`src/rtl/cfg_hdr_pkg.sv`:
```
package cfg_hdr_pkg;

    localparam int CNT_W = 24;
    localparam logic [7:0] SYNC_BYTE = 8'hFF;
    localparam logic [3:0] TAG_NIB   = 4'h2;

    typedef enum logic [1:0] {
        ST_OK      = 2'd0,
        ST_NOMARK  = 2'd1,
        ST_CORRUPT = 2'd2,
        ST_SHORT   = 2'd3
    } hdr_status_e;

    typedef enum logic [2:0] {
        P_IDLE   = 3'd0,
        P_SEARCH = 3'd1,
        P_TAG    = 3'd2,
        P_CNT1   = 3'd3,
        P_CNT2   = 3'd4,
        P_CNT3   = 3'd5,
        P_DRAIN  = 3'd6
    } phase_e;

endpackage

```
`src/rtl/hdr_pos_counter.sv`:
```
module hdr_pos_counter #(
    parameter int LEN_W = 32
) (
    input  logic             clk,
    input  logic             rst,
    input  logic             load,
    input  logic [LEN_W-1:0] len_in,
    input  logic             step,
    output logic [LEN_W-1:0] pos,
    output logic [LEN_W-1:0] len,
    output logic             at_last
);
    typedef struct packed {
        logic [LEN_W-1:0] pos;
        logic [LEN_W-1:0] len;
    } cnt_state_t;

    cnt_state_t cur_q, nxt_d;

    always_comb begin
        nxt_d = cur_q;
        if (load) begin
            nxt_d.pos = '0;
            nxt_d.len = len_in;
        end else if (step) begin
            nxt_d.pos = cur_q.pos + 1'b1;
        end
    end

    always_ff @(posedge clk) begin
        if (rst) cur_q <= '0;
        else     cur_q <= nxt_d;
    end

    assign pos     = cur_q.pos;
    assign len     = cur_q.len;
    assign at_last = (({1'b0, cur_q.pos} + 1'b1) == {1'b0, cur_q.len});

    // the byte counter never runs past the latched image length
    a_r7_pos_bound: assert property (@(posedge clk) disable iff (rst)
        cur_q.pos <= cur_q.len);

endmodule

```
`src/rtl/hdr_count_asm.sv`:
```
module hdr_count_asm
    import cfg_hdr_pkg::*;
(
    input  logic             clk,
    input  logic             rst,
    input  logic             clear,
    input  logic             take,
    input  phase_e           phase,
    input  logic [7:0]       in_byte,
    output logic [CNT_W-1:0] cnt,
    output logic [CNT_W-1:0] cnt_next
);
    logic [CNT_W-1:0] cnt_q, cnt_d;

    always_comb begin
        cnt_d = cnt_q;
        if (clear) begin
            cnt_d = '0;
        end else if (take) begin
            unique case (phase)
                P_TAG:   cnt_d[23:20] = in_byte[3:0];
                P_CNT1:  cnt_d[19:12] = in_byte;
                P_CNT2:  cnt_d[11:4]  = in_byte;
                P_CNT3:  cnt_d[3:0]   = in_byte[7:4];
                default: cnt_d = cnt_q;
            endcase
        end
    end

    always_ff @(posedge clk) begin
        if (rst) cnt_q <= '0;
        else     cnt_q <= cnt_d;
    end

    assign cnt      = cnt_q;
    assign cnt_next = cnt_d;

    // the middle byte of the count lands unchanged in bits 19..12
    a_r4_mid_field: assert property (@(posedge clk) disable iff (rst)
        (take && !clear && phase == P_CNT1) |=> cnt_q[19:12] == $past(in_byte));

endmodule

```
`src/rtl/hdr_len_check.sv`:
```
module hdr_len_check #(
    parameter int LEN_W = 32,
    parameter int CW    = 24
) (
    input  logic [LEN_W-1:0] mark,
    input  logic [CW-1:0]    bits,
    input  logic [LEN_W-1:0] len,
    output logic             fits
);
    localparam int SUM_W = LEN_W + 1;

    logic [CW-1:0]    bytes_need;
    logic [SUM_W-1:0] end_pos;

    always_comb begin
        bytes_need = bits >> 3;
        end_pos    = {1'b0, mark} + SUM_W'(bytes_need);
        fits       = (end_pos <= {1'b0, len});
    end

endmodule

```
`src/rtl/cfg_hdr_scan.sv`:
```
module cfg_hdr_scan
    import cfg_hdr_pkg::*;
#(
    parameter int LEN_W = 32
) (
    input  logic             clk,
    input  logic             rst,
    input  logic             start,
    input  logic [LEN_W-1:0] file_len,
    input  logic [7:0]       in_byte,
    input  logic             in_valid,
    output logic             in_ready,
    output logic             done,
    output logic [1:0]       status,
    output logic [LEN_W-1:0] mark_idx,
    output logic [CNT_W-1:0] bit_count
);
    typedef struct packed {
        phase_e           phase;
        hdr_status_e      status;
        logic [LEN_W-1:0] mark;
        logic             done;
    } top_state_t;

    top_state_t cur_q, nxt_d;

    logic             take;
    logic             load;
    logic             clr_cnt;
    logic             finish;
    logic [LEN_W-1:0] pos;
    logic [LEN_W-1:0] len_q;
    logic             at_last;
    logic [CNT_W-1:0] cnt_next;
    logic             fits;

    assign in_ready = (cur_q.phase != P_IDLE);
    assign take     = in_valid && in_ready;

    hdr_pos_counter #(.LEN_W(LEN_W)) u_pos (
        .clk     (clk),
        .rst     (rst),
        .load    (load),
        .len_in  (file_len),
        .step    (take),
        .pos     (pos),
        .len     (len_q),
        .at_last (at_last)
    );

    hdr_count_asm u_cnt (
        .clk      (clk),
        .rst      (rst),
        .clear    (clr_cnt),
        .take     (take),
        .phase    (cur_q.phase),
        .in_byte  (in_byte),
        .cnt      (bit_count),
        .cnt_next (cnt_next)
    );

    hdr_len_check #(.LEN_W(LEN_W), .CW(CNT_W)) u_chk (
        .mark (cur_q.mark),
        .bits (cnt_next),
        .len  (len_q),
        .fits (fits)
    );

    always_comb begin
        nxt_d      = cur_q;
        nxt_d.done = 1'b0;
        load       = 1'b0;
        clr_cnt    = 1'b0;
        finish     = 1'b0;
        unique case (cur_q.phase)
            P_IDLE: begin
                if (start) begin
                    load         = 1'b1;
                    clr_cnt      = 1'b1;
                    nxt_d.status = ST_OK;
                    nxt_d.mark   = '0;
                    if (file_len == '0) begin
                        nxt_d.status = ST_NOMARK;
                        finish       = 1'b1;
                    end else begin
                        nxt_d.phase = P_SEARCH;
                    end
                end
            end
            P_SEARCH: begin
                if (take) begin
                    if (in_byte == SYNC_BYTE) begin
                        nxt_d.mark = pos;
                        if (at_last) begin
                            nxt_d.status = ST_SHORT;
                            finish       = 1'b1;
                        end else begin
                            nxt_d.phase = P_TAG;
                        end
                    end else if (at_last) begin
                        nxt_d.status = ST_NOMARK;
                        finish       = 1'b1;
                    end
                end
            end
            P_TAG: begin
                if (take) begin
                    if (in_byte[7:4] != TAG_NIB) begin
                        nxt_d.status = ST_CORRUPT;
                        if (at_last) finish = 1'b1;
                        else         nxt_d.phase = P_DRAIN;
                    end else if (at_last) begin
                        nxt_d.status = ST_SHORT;
                        finish       = 1'b1;
                    end else begin
                        nxt_d.phase = P_CNT1;
                    end
                end
            end
            P_CNT1, P_CNT2: begin
                if (take) begin
                    if (at_last) begin
                        nxt_d.status = ST_SHORT;
                        finish       = 1'b1;
                    end else begin
                        nxt_d.phase = (cur_q.phase == P_CNT1) ? P_CNT2 : P_CNT3;
                    end
                end
            end
            P_CNT3: begin
                if (take) begin
                    nxt_d.status = fits ? ST_OK : ST_SHORT;
                    if (at_last) finish = 1'b1;
                    else         nxt_d.phase = P_DRAIN;
                end
            end
            P_DRAIN: begin
                if (take && at_last) finish = 1'b1;
            end
            default: nxt_d.phase = P_IDLE;
        endcase
        if (finish) begin
            nxt_d.phase = P_IDLE;
            nxt_d.done  = 1'b1;
        end
    end

    always_ff @(posedge clk) begin
        if (rst) cur_q <= '0;
        else     cur_q <= nxt_d;
    end

    assign done     = cur_q.done;
    assign status   = cur_q.status;
    assign mark_idx = cur_q.mark;

    // a sync byte taken during search records the counter position
    a_r1_mark_pos: assert property (@(posedge clk) disable iff (rst)
        (cur_q.phase == P_SEARCH && take && in_byte == SYNC_BYTE)
        |=> mark_idx == $past(pos));

    // a wrong tag nibble is reported as a corrupt header
    a_r3_bad_tag: assert property (@(posedge clk) disable iff (rst)
        (cur_q.phase == P_TAG && take && in_byte[7:4] != TAG_NIB)
        |=> status == ST_CORRUPT);

    // done only once the whole image has been taken
    a_r7_done_at_end: assert property (@(posedge clk) disable iff (rst)
        done |-> (pos == len_q));

    // no byte is taken in the cycle that reports the result
    a_r7_done_closed: assert property (@(posedge clk) disable iff (rst)
        done |-> !in_ready);

endmodule

```
`config.mk`:
```
export PLATFORM = sky130hd
export DESIGN_NAME = cfg_hdr_scan
export DESIGN_NICKNAME = d
export VERILOG_FILES = /design/src/rtl/cfg_hdr_pkg.sv /design/src/rtl/hdr_pos_counter.sv /design/src/rtl/hdr_count_asm.sv /design/src/rtl/hdr_len_check.sv /design/src/rtl/cfg_hdr_scan.sv
export SDC_FILE = /design/constraint.sdc
export NUM_CORES = 1
export LEC_CHECK = 0
export CAP_MARGIN = 25
export CORE_UTILIZATION = 52
export DETAILED_ROUTE_END_ITERATION = 16
export DONT_BUFFER_PORTS = 1
export HOLD_SLACK_MARGIN = 0.1
export PLACE_DENSITY = 0.69
export SLEW_MARGIN = 30
export SYNTH_ARGS = -nofsm -noshare
export SYNTH_HDL_FRONTEND = slang
export SYNTH_SLANG_ARGS = --single-unit
export TNS_END_PERCENT = 30
```
`constraint.sdc`:
```
create_clock -name clk -period 6.92 [get_ports clk]
set_clock_uncertainty 0.15 [all_clocks]
set_input_delay 1.384 -clock clk [delete_from_list [all_inputs] [get_ports clk]]
set_output_delay 1.384 -clock clk [all_outputs]
set_load 0.1 [all_outputs]
```
Word level (Yosys, flattened, before mapping)
Cells that the tools add are included.
Word-level totals
  register bits: 126
  input bits: 44
  output and inout port bits: 60
  word-level logic and storage cells: 85
Operators by class
  add/sub/neg operators: 3
  order comparisons: 1
  equality and inequality tests: 20
  multiplexer cells: 37
  bitwise gates (word level): 1
  reduce and logical (&&, ||, !) cells: 15
Operator list (number)
  37-bit 2-to-1 mux: 2
  32-bit one-hot mux with 2 select lines: 1
  24-bit 2-to-1 mux: 2
  32-bit by 1-bit adder with 33-bit output (second input constant): 1
  32-bit by 21-bit adder with 33-bit output: 1
  33-bit by 32-bit equality test with 1-bit output: 1
  33-bit by 32-bit less-or-equal comparator with 1-bit output: 1
  32-bit by 1-bit adder with 32-bit output (second input constant): 1
  32-bit logical NOT: 1
  32-bit 2-to-1 mux: 1
  5-bit 2-to-1 mux: 4
  3-bit 2-to-1 mux: 6
  2-bit inequality test (second input constant): 9
  3-bit one-hot mux with 6 select lines: 1
  8-bit 2-to-1 mux: 2
  11-bit AND reduction: 1
  1-bit 2-to-1 mux: 10
  2-bit one-hot mux with 5 select lines: 1
  3-bit equality test (second input constant): 3
  8-bit equality test (second input constant): 1
  2-bit 2-to-1 mux: 4
  4-bit 2-to-1 mux: 2
  7-bit AND reduction: 1
  3-bit by 2-bit equality test with 1-bit output (second input constant): 2
  other kinds (14): 18

Depth between registers and ports, before layout
  depth in word-level cells: 9
  depth in mapped cells: 26
  depth with buffers taken out: 26

Modules after synthesis
From an unflattened synthesis, not the netlist that was laid out.
Unflattened totals
  cell total of the unflattened synthesis: 1140
  area total of the unflattened synthesis: 9511.6 um2
By module, submodules not included
  hdr_pos_counter: instances 1, cells an instance 426, area an instance 3634.7 um2
  cfg_hdr_scan: instances 1, cells an instance 266, area an instance 2163.3 um2
  hdr_len_check: instances 1, cells an instance 291, area an instance 2100.8 um2
  hdr_count_asm: instances 1, cells an instance 157, area an instance 1612.8 um2

Worst setup path after synthesis
Ideal clock, no wire load.
  path type: input -> register
  start point: input in_valid
  end point: register cur_q (netlist bit status[0])
  setup time: 130 ps
  arrival time: 6186 ps
  data required time: 6640 ps
  path slack: 454 ps
  cell stages on the path: 24
  path buffers: 1
  path through: inv_1 nor4b_1 clkbuf_1 mux2i_1 nor2_1 ha_1 o211ai_1 a21oi_1 o21ai_0 a21oi_1 or4b_2 a31oi_1 nor3b_1 xor2_1 ha_1 a21oi_1 nor2_1 a211o_1 a221oi_1 o21ai_0 o21ai_0 o21ai_0 o31ai_1 o211ai_1
On the way
  word-level cells in the longest chain between the ends: 8
  elaborated cells on any way between the ends: 13
  those cells by class: add/sub: 1; order compare: 1; eq/ne: 4; mux: 5; reduce/logical: 2
RTL lines
  start: declaration: line cfg_hdr_scan.sv:11  | input logic in_valid,
  1-bit logical AND: line cfg_hdr_scan.sv:38  | assign take = in_valid && in_ready;
  24-bit 2-to-1 mux: line hdr_count_asm.sv:19  | end else if (take) begin
  24-bit 2-to-1 mux: line hdr_count_asm.sv:17  | if (clear) begin
  net cnt_next[6]: line cfg_hdr_scan.sv:34  | logic [CNT_W-1:0] cnt_next;
  32-bit by 21-bit adder with 33-bit output: line hdr_len_check.sv:17  | end_pos = {1'b0, mark} + SUM_W'(bytes_need);
  33-bit by 32-bit less-or-equal comparator with 1-bit output: line hdr_len_check.sv:18  | fits = (end_pos <= {1'b0, len});
  2-bit 2-to-1 mux: line cfg_hdr_scan.sv:132  | nxt_d.status = fits ? ST_OK : ST_SHORT;
  5-bit 2-to-1 mux: line cfg_hdr_scan.sv:131  | if (take) begin
  2-bit one-hot mux with 5 select lines: line cfg_hdr_scan.sv:75  | unique case (cur_q.phase)
  end signal: assignment: line cfg_hdr_scan.sv:150  | else cur_q <= nxt_d;
  end: declaration: line cfg_hdr_scan.sv:25  | top_state_t cur_q, nxt_d;
The timed path passes the listed nets, and every way through them passes these cells. The select of a mux whose other input is x is not followed.
A chain may end at the register's enable or synchronous reset.

Worst setup path in the final report
Ends and elaborated chain as after synthesis.

==> run summary <==
leakage -> 3.72 nW
Pwr Density -> 237 nW/um^2
hold buffers post-CTS -> 0
Mapped Area -> 8640 sq um
Post-synth top cells -> nand2_1, dfxtp_1, a21oi_1
Sw Share -> 0.353
final net count -> 1224
Placed Cells -> 1322
Internal -> 0.00145 W
final setup vio count -> 0
Synth Net Count -> 1249
Distinct cells, synth -> 62
IO Pins -> 104
flip-flop and latch count after synthesis -> 126
number of global-route vias before repair -> 7445
Die Ht -> 131 um
synthesized instance count -> 1150
Max Freq -> 154 MHz
# clock sinks -> 126
vias per cell -> 6.01
leading post-synthesis cells by cell area -> dfxtp_1, ha_1, nand2_1, a21oi_1, xnor2_1
vias post-DR -> 8138
TritonCTS clock tree -> yes
initial antenna violation count -> 0
Hold Vio Cnt, Final -> 0
Synth async-reset ratio -> 0
All-Layer GR Usage -> 0.304
Least-Margin Pin Slew -> 1030 ps
Setup crit start kind -> input pin
Iter 0 DRT Violations -> 765
outcome -> completed
Avg WL per Cell -> 18.7 um
share of layout cells above drive strength 1 -> 0.110
CTS max path bufs -> 2
Rel. slew slack -> 0.314
number of max-cap violations -> 0
# diodes -> 0
Critical Path AT -> 6650 ps
Cell Count, Final, Fillers Out -> 1353
Final min period -> 6510 ps
first-pass GRT wire length -> 39.5 mm
post-route clock period utilization -> 0.940
top_reg_cell synth -> dfxtp_1
share of power burned in registers -> 0.375
P_sw -> 0.000792 W
Synth top area share -> 0.292
FP Rows -> 46
DRC Markers -> 0
Peak VDD IR -> 0.184 mV
die width -> 131 um
final hold slack -> 337 ps
Core ar. -> 16100 sq um
Max Fanout on Critical Path -> 8
clk_lat worst skew -> 430 ps
global route overflow -> 0
H-tree depth -> 4
largest net degree at the start of global routing -> 92
drt first pass iters -> 5
number of flops mapped to enable cells by yosys -> 0
Comb pwr share -> 0.232
synthesis-to-layout area growth -> 9.50%
Antenna Violating Nets Remaining -> 0
Post-DP HPWL -> 19.1 mm
sequential share of the synthesized area -> 0.292
RSZ-0062 raised after global routing -> no
HP Class -> flip-flop to flip-flop
clock slew at reported path FFs -> 60 ps
total CTS buffers -> 17
Syn Area/Cell -> 7.51 sq um
I/O Buffers -> 0
CP Class -> input pin to flip-flop
most frequent cell after synthesis -> nand2_1
Yosys warnings -> 0
Synth area leader -> dfxtp_1
Final GP Congestion -> 0.953
initial core utilization -> 0.538
CP endpoint kind -> flip-flop
Clock Power Share -> 0.393
Post-Route WL -> 25.4 mm
die area -> 17100 sq um
CTS Root Cell -> clkbuf_16
reg2reg setup slack -> 580 ps
max-slew violations -> 0
total power -> 0.00224 W
CP Data Required Time -> 7070 ps
-- critical path, cell delays in order --
cell      delay (ps)
inv_1             80
nor4b_2          290
buf_4            260
mux2i_1          250
nor2_1            70
ha_1             350
o211ai_1         180
a21oi_1          110
o21ai_2          220
a21oi_1          120
or4b_2           630
a31oi_1          200
buf_4            180
nor3b_1           70
xor2_1           140
ha_1             330
a21oi_1          160
nor2_1            50
a211o_1          270
a221oi_1         320
o21ai_0          120
o21ai_0          270
o21ai_1          200
o31ai_1          270
o211ai_1         100
-- metrics by stage --
| step | cell area [sq um] | TNS [ps] | worst slack (ps) | util |
|---|---|---|---|---|
| detailed placement | 8880 | -139 | -139 | 0.553 |
| floorplan | 8640 | 0 | 454 | - |
| CTS | 9450 | 0 | 257 | 0.589 |
| global route | 9460 | 0 | 62.6 | 0.589 |
| global placement | 8840 | 0 | 133 | 0.551 |
| finish | 9460 | 0 | 413 | 0.589 |
-- final cells by class --
type / count / area, sq um
clock buffers: 20 / 467
clock inverters: 11 / 106
fillers: 1467 / 6600
inverters: 50 / 188
multi-input cells: 871 / 5440
flip-flops and latches: 126 / 2530
well taps: 216 / 270
repair buffers: 59 / 463
-- layer usage --
metal  up-vias  track usage  routed length, um
li1       3947            -                  -
met1      3805        0.409              11200
met2       337        0.456              11300
met3        49       0.0770               2070
met4         0        0.138                787
met5         -            0                  0
-- repair_timing --
| item | 4_1_cts | 5_1_grt |
|---|---|---|
| setup buffers | 0 | 0 |
| endpoints found under the setup margin | 0 | 2 |
| resized for setup | 0 | 4 |
-- power groups by stage --
stage               combinational (W)  clock, W  sequential (W)
global route                 0.000568  0.000916        0.000844
finish                       0.000521  0.000882        0.000841
global placement             0.000494         0        0.000855
CTS                          0.000513  0.000888        0.000840
detailed placement           0.000513         0        0.000855
floorplan                    0.000407         0        0.000812
-- layout by cell type (no fill, tap or decap), types with 16 or more instances in the layout --
cell type	n
a21oi_1	122
buf_4	58
clkbuf_16	17
dfxtp_1	118
ha_1	54
inv_1	50
mux2i_1	16
nand2_1	162
nand3_1	60
nand4_1	25
nor2_1	83
nor3_1	33
o21ai_0	32
xnor2_1	42
xor2_1	39
-- worst paths after layout --
kind,from,depth (start not counted),endpoint
max,in_valid,25,status[0]$_SDFFE_PP0P_
min,u_pos.len[6]$_SDFFE_PP0P_,2,u_pos.len[6]$_SDFFE_PP0P_
max reg2reg,cur_q[35]$_SDFFE_PP0P_,24,status[0]$_SDFFE_PP0P_
min reg2reg,u_pos.len[6]$_SDFFE_PP0P_,2,u_pos.len[6]$_SDFFE_PP0P_
-- logic make-up after synthesis --
family / synth area share
AND/OR/NAND/NOR: 0.264
AO/OA/AOI/OAI: 0.179
XOR/XNOR: 0.0821
buffers and inverters: 0.0832
adder cells (fa/ha/maj): 0.0805
flip-flops: 0.292
multiplexers: 0.0198
-- state kept, by name (all words and copies together) (netlist names) --
name       flops
cur_q          3
u_pos.pos     32
mark_idx      32
u_pos.len     32
status         2
u_cnt.cnt     24
done           1
No activity file was read; power rests on OpenSTA's default activity.
